### config.mk
export PLATFORM = sky130hd
export DESIGN_NAME = rb_regbank
export DESIGN_NICKNAME = d
export VERILOG_FILES = /design/src/rtl/rb_pkg.sv /design/src/rtl/rb_field_map.sv /design/src/rtl/rb_word.sv /design/src/rtl/rb_commit_fsm.sv /design/src/rtl/rb_regbank.sv
export SDC_FILE = /design/constraint.sdc
export NUM_CORES = 1
export LEC_CHECK = 0
export ABC_AREA = 1
export ABC_CLOCK_PERIOD_IN_PS = 2650
export BUFFER_PORTS_ARGS = -buffer_cell sky130_fd_sc_hd__buf_2
export CAP_MARGIN = 20
export CELL_PAD_IN_SITES_DETAIL_PLACEMENT = 1
export CELL_PAD_IN_SITES_GLOBAL_PLACEMENT = 1
export CORE_UTILIZATION = 37
export DETAILED_ROUTE_END_ITERATION = 16
export GPL_TIMING_DRIVEN = 0
export MAX_ROUTING_LAYER = met4
export PLACE_DENSITY_LB_ADDON = 0.05
export SYNTH_ARGS = -nofsm -noshare
export SYNTH_HDL_FRONTEND = slang
export SYNTH_SLANG_ARGS = --single-unit
### constraint.sdc
create_clock -name clk -period 2.65 [get_ports clk]
set_input_delay 0.6625 -clock clk [delete_from_list [all_inputs] [get_ports clk]]
set_output_delay 0.6625 -clock clk [all_outputs]
set_load 0.02 [all_outputs]
### src/rtl/rb_pkg.sv
package rb_pkg;

    localparam int DATA_W      = 32;
    localparam int HALF_W      = DATA_W / 2;
    localparam int NUM_FIELDS  = 10;
    localparam int COMMIT_FIELD = 0;
    localparam int COMMIT_WORD  = 0;
    localparam int COMMIT_BIT   = 0;

    typedef struct packed {
        logic [7:0]        offset;
        logic [4:0]        shift;
        logic [DATA_W-1:0] mask;
        logic              wmask;
        logic [2:0]        major;
        logic [3:0]        min_lo;
        logic [3:0]        min_hi;
    } field_t;

    typedef enum logic [1:0] {
        CM_IDLE  = 2'd0,
        CM_ARMED = 2'd1,
        CM_COPY  = 2'd2
    } commit_state_e;

    function automatic field_t mk_field(input logic [7:0] off, input logic [4:0] sh,
                                        input logic [DATA_W-1:0] m, input logic wm,
                                        input logic [2:0] maj, input logic [3:0] lo,
                                        input logic [3:0] hi);
        field_t f;
        f.offset = off;
        f.shift  = sh;
        f.mask   = m;
        f.wmask  = wm;
        f.major  = maj;
        f.min_lo = lo;
        f.min_hi = hi;
        return f;
    endfunction

    // Field map of the bank; index COMMIT_FIELD is the commit request bit.
    function automatic field_t field_desc(input int idx);
        field_t f;
        case (idx)
            0:       f = mk_field(8'h00, 5'd0,  32'h1,      1'b1, 3'd0, 4'd0, 4'd0);
            1:       f = mk_field(8'h00, 5'd1,  32'h1,      1'b1, 3'd0, 4'd0, 4'd0);
            2:       f = mk_field(8'h00, 5'd4,  32'hF,      1'b1, 3'd2, 4'd2, 4'd5);
            3:       f = mk_field(8'h00, 5'd8,  32'h3,      1'b1, 3'd1, 4'd0, 4'd15);
            4:       f = mk_field(8'h04, 5'd0,  32'hFFF,    1'b0, 3'd0, 4'd0, 4'd0);
            5:       f = mk_field(8'h04, 5'd16, 32'hFF,     1'b0, 3'd2, 4'd0, 4'd3);
            6:       f = mk_field(8'h08, 5'd0,  32'hFFFFFF, 1'b0, 3'd2, 4'd4, 4'd7);
            7:       f = mk_field(8'h08, 5'd24, 32'h0,      1'b0, 3'd0, 4'd0, 4'd0);
            8:       f = mk_field(8'h0C, 5'd0,  32'h7,      1'b1, 3'd2, 4'd3, 4'd3);
            9:       f = mk_field(8'h0C, 5'd8,  32'hFF,     1'b1, 3'd2, 4'd0, 4'd2);
            default: f = mk_field(8'h00, 5'd0,  32'h0,      1'b0, 3'd0, 4'd0, 4'd0);
        endcase
        return f;
    endfunction

    function automatic logic field_present(input field_t f, input int hw_major, input int hw_minor);
        if (f.mask == '0)
            return 1'b0;
        if (f.major == 3'd0)
            return 1'b1;
        return (int'(f.major) == hw_major) &&
               (int'(f.min_lo) <= hw_minor) &&
               (int'(f.min_hi) >= hw_minor);
    endfunction

endpackage

### src/rtl/rb_field_map.sv
module rb_field_map
    import rb_pkg::*;
#(
    parameter int NUM_WORDS = 4,
    parameter int HW_MAJOR  = 2,
    parameter int HW_MINOR  = 3
) (
    output logic [NUM_WORDS-1:0][DATA_W-1:0] writable,
    output logic [NUM_WORDS-1:0]             wm_word
);

    always_comb begin
        field_t f;
        writable = '0;
        wm_word  = '0;
        for (int i = 0; i < NUM_FIELDS; i++) begin
            f = field_desc(i);
            for (int w = 0; w < NUM_WORDS; w++) begin
                if (int'(f.offset[7:2]) == w && f.mask != '0) begin
                    // Word kind is structural: absent fields still define it.
                    if (f.wmask)
                        wm_word[w] = 1'b1;
                    if (i != COMMIT_FIELD && field_present(f, HW_MAJOR, HW_MINOR))
                        writable[w] = writable[w] | (f.mask << f.shift);
                end
            end
        end
    end

endmodule

### src/rtl/rb_word.sv
module rb_word
    import rb_pkg::*;
(
    input  logic              clk,
    input  logic              rst_n,
    input  logic [DATA_W-1:0] writable,
    input  logic              wm,
    input  logic              wr_sel,
    input  logic [DATA_W-1:0] wr_data,
    input  logic              copy_en,
    output logic [DATA_W-1:0] pend_q,
    output logic [DATA_W-1:0] act_q
);

    logic [DATA_W-1:0] upd_mask;
    logic [DATA_W-1:0] pend_d;

    always_comb begin
        if (wm)
            upd_mask = writable & {{HALF_W{1'b0}}, wr_data[DATA_W-1:HALF_W]};
        else
            upd_mask = writable;
        pend_d = (pend_q & ~upd_mask) | (wr_data & upd_mask);
    end

    always_ff @(posedge clk or negedge rst_n) begin
        if (!rst_n)
            pend_q <= '0;
        else if (wr_sel)
            pend_q <= pend_d;
    end

    always_ff @(posedge clk or negedge rst_n) begin
        if (!rst_n)
            act_q <= '0;
        else if (copy_en)
            act_q <= pend_q;
    end

endmodule

### src/rtl/rb_commit_fsm.sv
module rb_commit_fsm
    import rb_pkg::*;
(
    input  logic clk,
    input  logic rst_n,
    input  logic commit_req,
    input  logic frame_start,
    output logic copy_en,
    output logic busy
);

    commit_state_e state_q;
    commit_state_e state_d;

    always_ff @(posedge clk or negedge rst_n) begin
        if (!rst_n)
            state_q <= CM_IDLE;
        else
            state_q <= state_d;
    end

    always_comb begin
        state_d = state_q;
        unique case (state_q)
            CM_IDLE:  if (commit_req)  state_d = CM_ARMED;
            CM_ARMED: if (frame_start) state_d = CM_COPY;
            CM_COPY:  state_d = commit_req ? CM_ARMED : CM_IDLE;
            default:  state_d = CM_IDLE;
        endcase
    end

    always_comb begin
        copy_en = (state_q == CM_COPY);
        busy    = (state_q != CM_IDLE);
    end

endmodule

### src/rtl/rb_regbank.sv
module rb_regbank
    import rb_pkg::*;
#(
    parameter int NUM_WORDS = 4,
    parameter int ADDR_W    = 8,
    parameter int HW_MAJOR  = 2,
    parameter int HW_MINOR  = 3
) (
    input  logic              clk,
    input  logic              rst_n,
    input  logic              wr_en,
    input  logic [ADDR_W-1:0] wr_addr,
    input  logic [31:0]       wr_data,
    input  logic [ADDR_W-1:0] rd_addr,
    output logic [31:0]       rd_data,
    input  logic              frame_start,
    input  logic [ADDR_W-1:0] dbg_addr,
    output logic [31:0]       dbg_data
);

    localparam int WIDX_W = ADDR_W - 2;
    localparam int FLAT_W = NUM_WORDS * DATA_W;

    logic [NUM_WORDS-1:0][DATA_W-1:0] writable;
    logic [NUM_WORDS-1:0]             wm_word;
    logic [DATA_W-1:0]                pend_w [NUM_WORDS];
    logic [DATA_W-1:0]                act_w  [NUM_WORDS];
    logic [FLAT_W-1:0]                pend_flat;
    logic [FLAT_W-1:0]                act_flat;
    logic [FLAT_W-1:0]                writable_flat;

    logic [WIDX_W-1:0] wr_idx;
    logic [WIDX_W-1:0] rd_idx;
    logic [WIDX_W-1:0] dbg_idx;
    logic              wr_hit;
    logic              commit_req;
    logic              copy_en;
    logic              busy;

    assign wr_idx  = wr_addr[ADDR_W-1:2];
    assign rd_idx  = rd_addr[ADDR_W-1:2];
    assign dbg_idx = dbg_addr[ADDR_W-1:2];
    assign wr_hit  = wr_en && (32'(wr_idx) < NUM_WORDS);

    assign commit_req = wr_hit && (wr_idx == WIDX_W'(COMMIT_WORD)) &&
                        wr_data[COMMIT_BIT + HALF_W] && wr_data[COMMIT_BIT];

    rb_field_map #(
        .NUM_WORDS (NUM_WORDS),
        .HW_MAJOR  (HW_MAJOR),
        .HW_MINOR  (HW_MINOR)
    ) u_map (
        .writable (writable),
        .wm_word  (wm_word)
    );

    rb_commit_fsm u_fsm (
        .clk         (clk),
        .rst_n       (rst_n),
        .commit_req  (commit_req),
        .frame_start (frame_start),
        .copy_en     (copy_en),
        .busy        (busy)
    );

    for (genvar w = 0; w < NUM_WORDS; w++) begin : g_word
        rb_word u_word (
            .clk      (clk),
            .rst_n    (rst_n),
            .writable (writable[w]),
            .wm       (wm_word[w]),
            .wr_sel   (wr_hit && (wr_idx == WIDX_W'(w))),
            .wr_data  (wr_data),
            .copy_en  (copy_en),
            .pend_q   (pend_w[w]),
            .act_q    (act_w[w])
        );
        assign pend_flat[w*DATA_W +: DATA_W] = pend_w[w];
        assign act_flat[w*DATA_W +: DATA_W]  = act_w[w];
    end

    assign writable_flat = writable;

    always_comb begin
        rd_data  = '0;
        dbg_data = '0;
        for (int w = 0; w < NUM_WORDS; w++) begin
            if (rd_idx == WIDX_W'(w)) begin
                rd_data = pend_w[w];
                if (w == COMMIT_WORD)
                    rd_data[COMMIT_BIT] = busy;
            end
            if (dbg_idx == WIDX_W'(w))
                dbg_data = act_w[w];
        end
    end

endmodule

**Word-level counts from Yosys, hierarchy flattened**

Index checks and enable logic that the tools add are counted.
W data, S select, Z words.

- Magnitude comparators: 1
- Equal/unequal tests: 12
- Multiplexer cells: 12
- Bitwise operators: 9
- Reductions and logical operators: 12

Operators with widths:

| cell | count |
|---|---|
| $mux W32 | 8 |
| $and A32 B32 Y32 | 2 |
| $or A32 B32 Y32 | 2 |
| $and A32 B3 Y32 | 1 |
| $and A32 B8 Y32 | 1 |
| $not A3 Y32 | 1 |
| $not A8 Y32 | 1 |
| $or A32 B24 Y32 | 1 |
| $eq A6 B2 Y1 const B | 5 |
| $eq A6 B1 Y1 const B | 3 |
| $logic_not A6 Y1 | 3 |
| $logic_and A1 B1 Y1 | 6 |
| $lt A6 B3 Y1 const B | 1 |
| $pmux W2 S3 | 1 |
| $mux W2 | 2 |
| $eq A2 B1 Y1 const B | 1 |
| $eq A2 B2 Y1 const B | 1 |
| $logic_not A2 Y1 | 1 |
| $ne A2 B1 Y1 const B | 1 |
| $ne A2 B2 Y1 const B | 1 |
| $reduce_and A2 Y1 | 1 |
| $reduce_bool A2 Y1 | 1 |
| $mux W1 | 1 |

- Flip-flop bits (word level): 194
- Input port bits: 60
- Output and inout port bits: 64
- Logic and storage cells: 53

**Logic depth before layout (Yosys ltp)**

- Word-level depth: 7
- Gate-level depth with buffers: 7
- Mapped depth without buffers: 7

**Cells and area by module**

Synthesis repeated with hierarchy kept, for this count alone.

- Cell total of the unflattened synthesis: 2049
- Area, all modules: 15471.1 um2

Modules (own cells, without submodules):

| module | times used | cells an instance | area each (um2) | sequential area each (um2) |
|---|---|---|---|---|
| rb_word | 4 | 370 | 2982.9 | 1601.5 |
| rb_regbank | 1 | 423 | 2452.4 | 0.0 |
| rb_field_map | 1 | 134 | 998.5 | 0.0 |
| rb_commit_fsm | 1 | 12 | 88.8 | 50.0 |

**Worst setup path after synthesis**

Ideal clock, no wire load.

- Path type: input port to output port
- From: input port dbg_addr[5]
- To: output port dbg_data[0]
- Data arrival time: 1.569 ns
- Data required time: 1.987 ns
- Slack: 0.419 ns
- Stages: 3
- Buffers on the path: 0
- Cells stage by stage: nor2_2 > nand3_2 > o21ai_0

- Word-level cells in the longest chain between the ends: 5
- Elaborated cells between the ends (all ways): 8
- Classes of those cells: eq/ne (3); mux (4); reduce/logical (1)

Ends and longest elaborated chain:

| item | line | source |
|---|---|---|
| from (decl) | rb_regbank.sv:17 | `input logic [ADDR_W-1:0] dbg_addr,` |
| $logic_not A6 Y1 | rb_regbank.sv:93 | `if (dbg_idx == WIDX_W'(w))` |
| $mux W32 (3 in series) | rb_regbank.sv:93 |  |
| $mux W32 * | rb_regbank.sv:93 |  |
| to (decl) | rb_regbank.sv:18 | `output logic [31:0] dbg_data` |

Mark *: on every way between the ends. The rest lies on a longest branch, timed or not.

**Worst setup path after layout**

- From: input port rd_addr[3]
- To: output port rd_data[8]

- Word-level cells in the longest chain between the ends: 5
- Elaborated cells between the ends (all ways): 8
- Classes of those cells: eq/ne (3); mux (4); reduce/logical (1)

Ends and longest elaborated chain:

| item | line | source |
|---|---|---|
| from (decl) | rb_regbank.sv:14 | `input logic [ADDR_W-1:0] rd_addr,` |
| $logic_not A6 Y1 | rb_regbank.sv:88 | `if (rd_idx == WIDX_W'(w)) begin` |
| $mux W32 (3 in series) | rb_regbank.sv:88 |  |
| $mux W32 * | rb_regbank.sv:88 |  |
| to (decl) | rb_regbank.sv:15 | `output logic [31:0] rd_data,` |

Marks and branches as above.

==> summary.txt <==
CTS
  – Clk buf depth: 2
  – Worst-skew pair later-pin latency: 340 ps
  – CTS root buf: clkbuf_8
  – Setup Fix Bufs, Post-CTS: 0
  – H-tree depth: 3
  – CTS clk-pin slew, worst paths: 70 ps
  – Cts bufs inserted: 9
  – TritonCTS clock tree: built
  – Cts hold-fix bufs: 0
  – CTS sink count: 58
  – Post-CTS Resized: 0

Die
  – Core box area: 8220 um2
  – Die width: 94.1 um
  – Starting density of the core: 0.382
  – Die area: 8850 um2
  – I/O pin count: 124
  – Die extent in y: 94.1 um
  – Row cnt: 33

Routing
  – Routed WL: 8.50 mm
  – Starting DRT DRC Count: 101
  – DRC: 0
  – Drt via density: 4.78
  – DR pass1 iterations: 4
  – Count of antenna-violating nets left after detailed routing: 0
  – Via Count: 2877
  – Routed WL per cell: 14.1 um

Placement
  – Port bufs: 81
  – Setup Slack @ Placement: 172 ps
  – Dpl cells: 586
  – Detailed placement HPWL: 6.59 mm
  – RePlAce Congestion: 0.822

Power
  – Total power draw: 2.07 mW
  – Peak supply drop: 0.349 mV
  – Leak Pwr: 2.10 nW
  – Pwr Density: 519 nW/um2

Logic synthesis
  – Syn Area/Cell: 8.35 um2
  – Post-Syn Instances: 376
  – Syn Std Cell Area: 3140 um2
  – Synth Area in Simple Gates: 0.301
  – Seq cells post-synth: 58
  – Ys Warns: 0
  – Compound-cell area share of the yosys netlist: 0.0494
  – Sequential area share after synthesis: 0.463
  – Post-synthesis xor/xnor area fraction: 0
  – Unique cell type count in the Yosys netlist: 24
  – Main combinational cell family by area after synthesis: simple AND/OR/NAND/NOR gates
  – Adder-Cell Fraction of Synth Area: 0
  – Mux share of post-synthesis cell area: 0.0323

STA
  – Highest clock rate: 0.404 GHz
  – RSZ-0062 raised after global routing: false
  – Hold slack final: 272 ps
  – TNS Setup: 0 ps
  – Pins Over Slew Limit: 0
  – Setup slack after layout: 178 ps
  – Tcrit/Tclk final: 0.933
  – Clock Skews: 12.3 ps
  – Final Hold Fails: 0
  – Final Setup Violations: 0
  – Minimum clock period: 2470 ps

Critical path
  – R2R Path Start: u_fsm.state_q[1]
  – Critical path endpoint category: primary output
  – WP data arrival: 1810 ps
  – Worst R2R Path Depth: 4
  – Critical path type: in2out
  – Critical R2R Capture: g_word[3].u_word.act_q[0]
  – Crit path max fanout: 10
  – CP Launch Type: input pin
  – Worst R2R Setup Slack: 1380 ps
  – Crit path required time: 1990 ps

GRT
  – Initial antenna violation count: 0
  – First-pass GRT wire length: 14.0 mm
  – Grt ovf: 0
  – Largest net degree at the start of global routing: 40
  – Gr usage total: 0.216
  – Number of global-route vias before repair: 2772

Layout
  – Filler cells: 1079
  – Layout cells sized above 1: 0.322
  – Register Area: 1450 um2
  – Nets: 552
  – Commonest non-fill, non-tap cells in the layout: buf_2, nand2_1, dfrtp_1, nand4_1, inv_1
  – Post-Layout Cell Count: 602
  – Inserted Diodes: 0
  – Most common cell after layout, fill and taps aside: buf_2
  – Multi-input logic area: 1290 um2
  – P&R area growth vs syn: 27.0%

Flow run
  – Max-Cap Viols: 0

Run status
  – Outcome: finished clean

Worst hold path
  – Hold crit path type: in2async
[metal layers]
layer  wire [um]  vias up  GRT usage
li1            -     1415          -
met1        3850     1367      0.270
met2        4180       83      0.357
met3         355       12     0.0316
met4         114        0     0.0756
met5           0        -          -
[logic make-up (layout without fill, tap and decap cells)]
family,after synthesis,count (layout)
buffers and inverters,87,185
other,1,24
DFF,58,58
muxes,9,9
AOI/OAI and AO/OA,31,31
and+or+nand+nor,190,190
[power breakdown]
group | switching, mW | internal [mW]
registers | 0.0353 | 0.939
clock network | 0.355 | 0.484
logic | 0.166 | 0.0886
total | 0.556 | 1.51
[how the worst max path moves through the flow]
| stage | from | end | cells after the start | slack (ps) |
|---|---|---|---|---|
| 4_1_cts | rd_addr[5] | rd_data[8] | 6 | 150 |
| 3_5_place_dp | rd_addr[5] | rd_data[8] | 6 | 170 |
| 2_1_floorplan | dbg_addr[5] | dbg_data[0] | 3 | 420 |
| 6_report | rd_addr[3] | rd_data[8] | 6 | 180 |
| 3_3_place_gp | rd_addr[5] | rd_data[8] | 6 | 170 |
| 5_1_grt | rd_addr[5] | rd_data[8] | 6 | 6 |
[synthesized netlist by cell type]
master	n	share of area
nand3_2	2	0.0064
nand2_2	1	0.0020
nor2_1	30	0.036
nor2_8	1	0.0064
nor2_2	7	0.014
nand2_4	1	0.0036
nor2_4	3	0.011
clkbuf_1	6	0.0072
inv_2	2	0.0024
buf_6	8	0.029
inv_1	43	0.051
nand3_1	18	0.029
nand2_1	78	0.093
clkbuf_2	1	0.0016
nor3_1	3	0.0048
conb_1	1	0.0012
a21oi_1	1	0.0016
nand4_1	45	0.090
buf_2	3	0.0048
nand3_4	1	0.0056
mux2_2	9	0.032
o21ai_0	30	0.048
buf_4	24	0.057
dfrtp_1	58	0.46
[registers in the layout (all words and copies together) (netlist names)]
name,cells
g_word.u_word.act_q,28
g_word.u_word.pend_q,28
u_fsm.state_q,2
[layout make-up]
class	count	area share
plain buffers	42	0.0785
multi-input cells	254	0.324
clock buffers	12	0.0389
flip-flops and latches	58	0.364
clock inverters	4	0.0126
inverters	45	0.0424
well taps	105	0.0330
repair buffers	82	0.107
[critical path: stages]
cell,delay (ps)
buf_2,130
nor2_1,220
nand3_2,230
buf_2,260
nor2_1,130
buf_2,180
[stage by stage]
stage | util | instance area, um2
floorplan | - | 3220
global placement | 0.458 | 3760
detailed placement | 0.460 | 3780
CTS | 0.485 | 3990
global route | 0.485 | 3990
finish | 0.485 | 3990
Note: power is estimated with default switching activity, not from simulation.
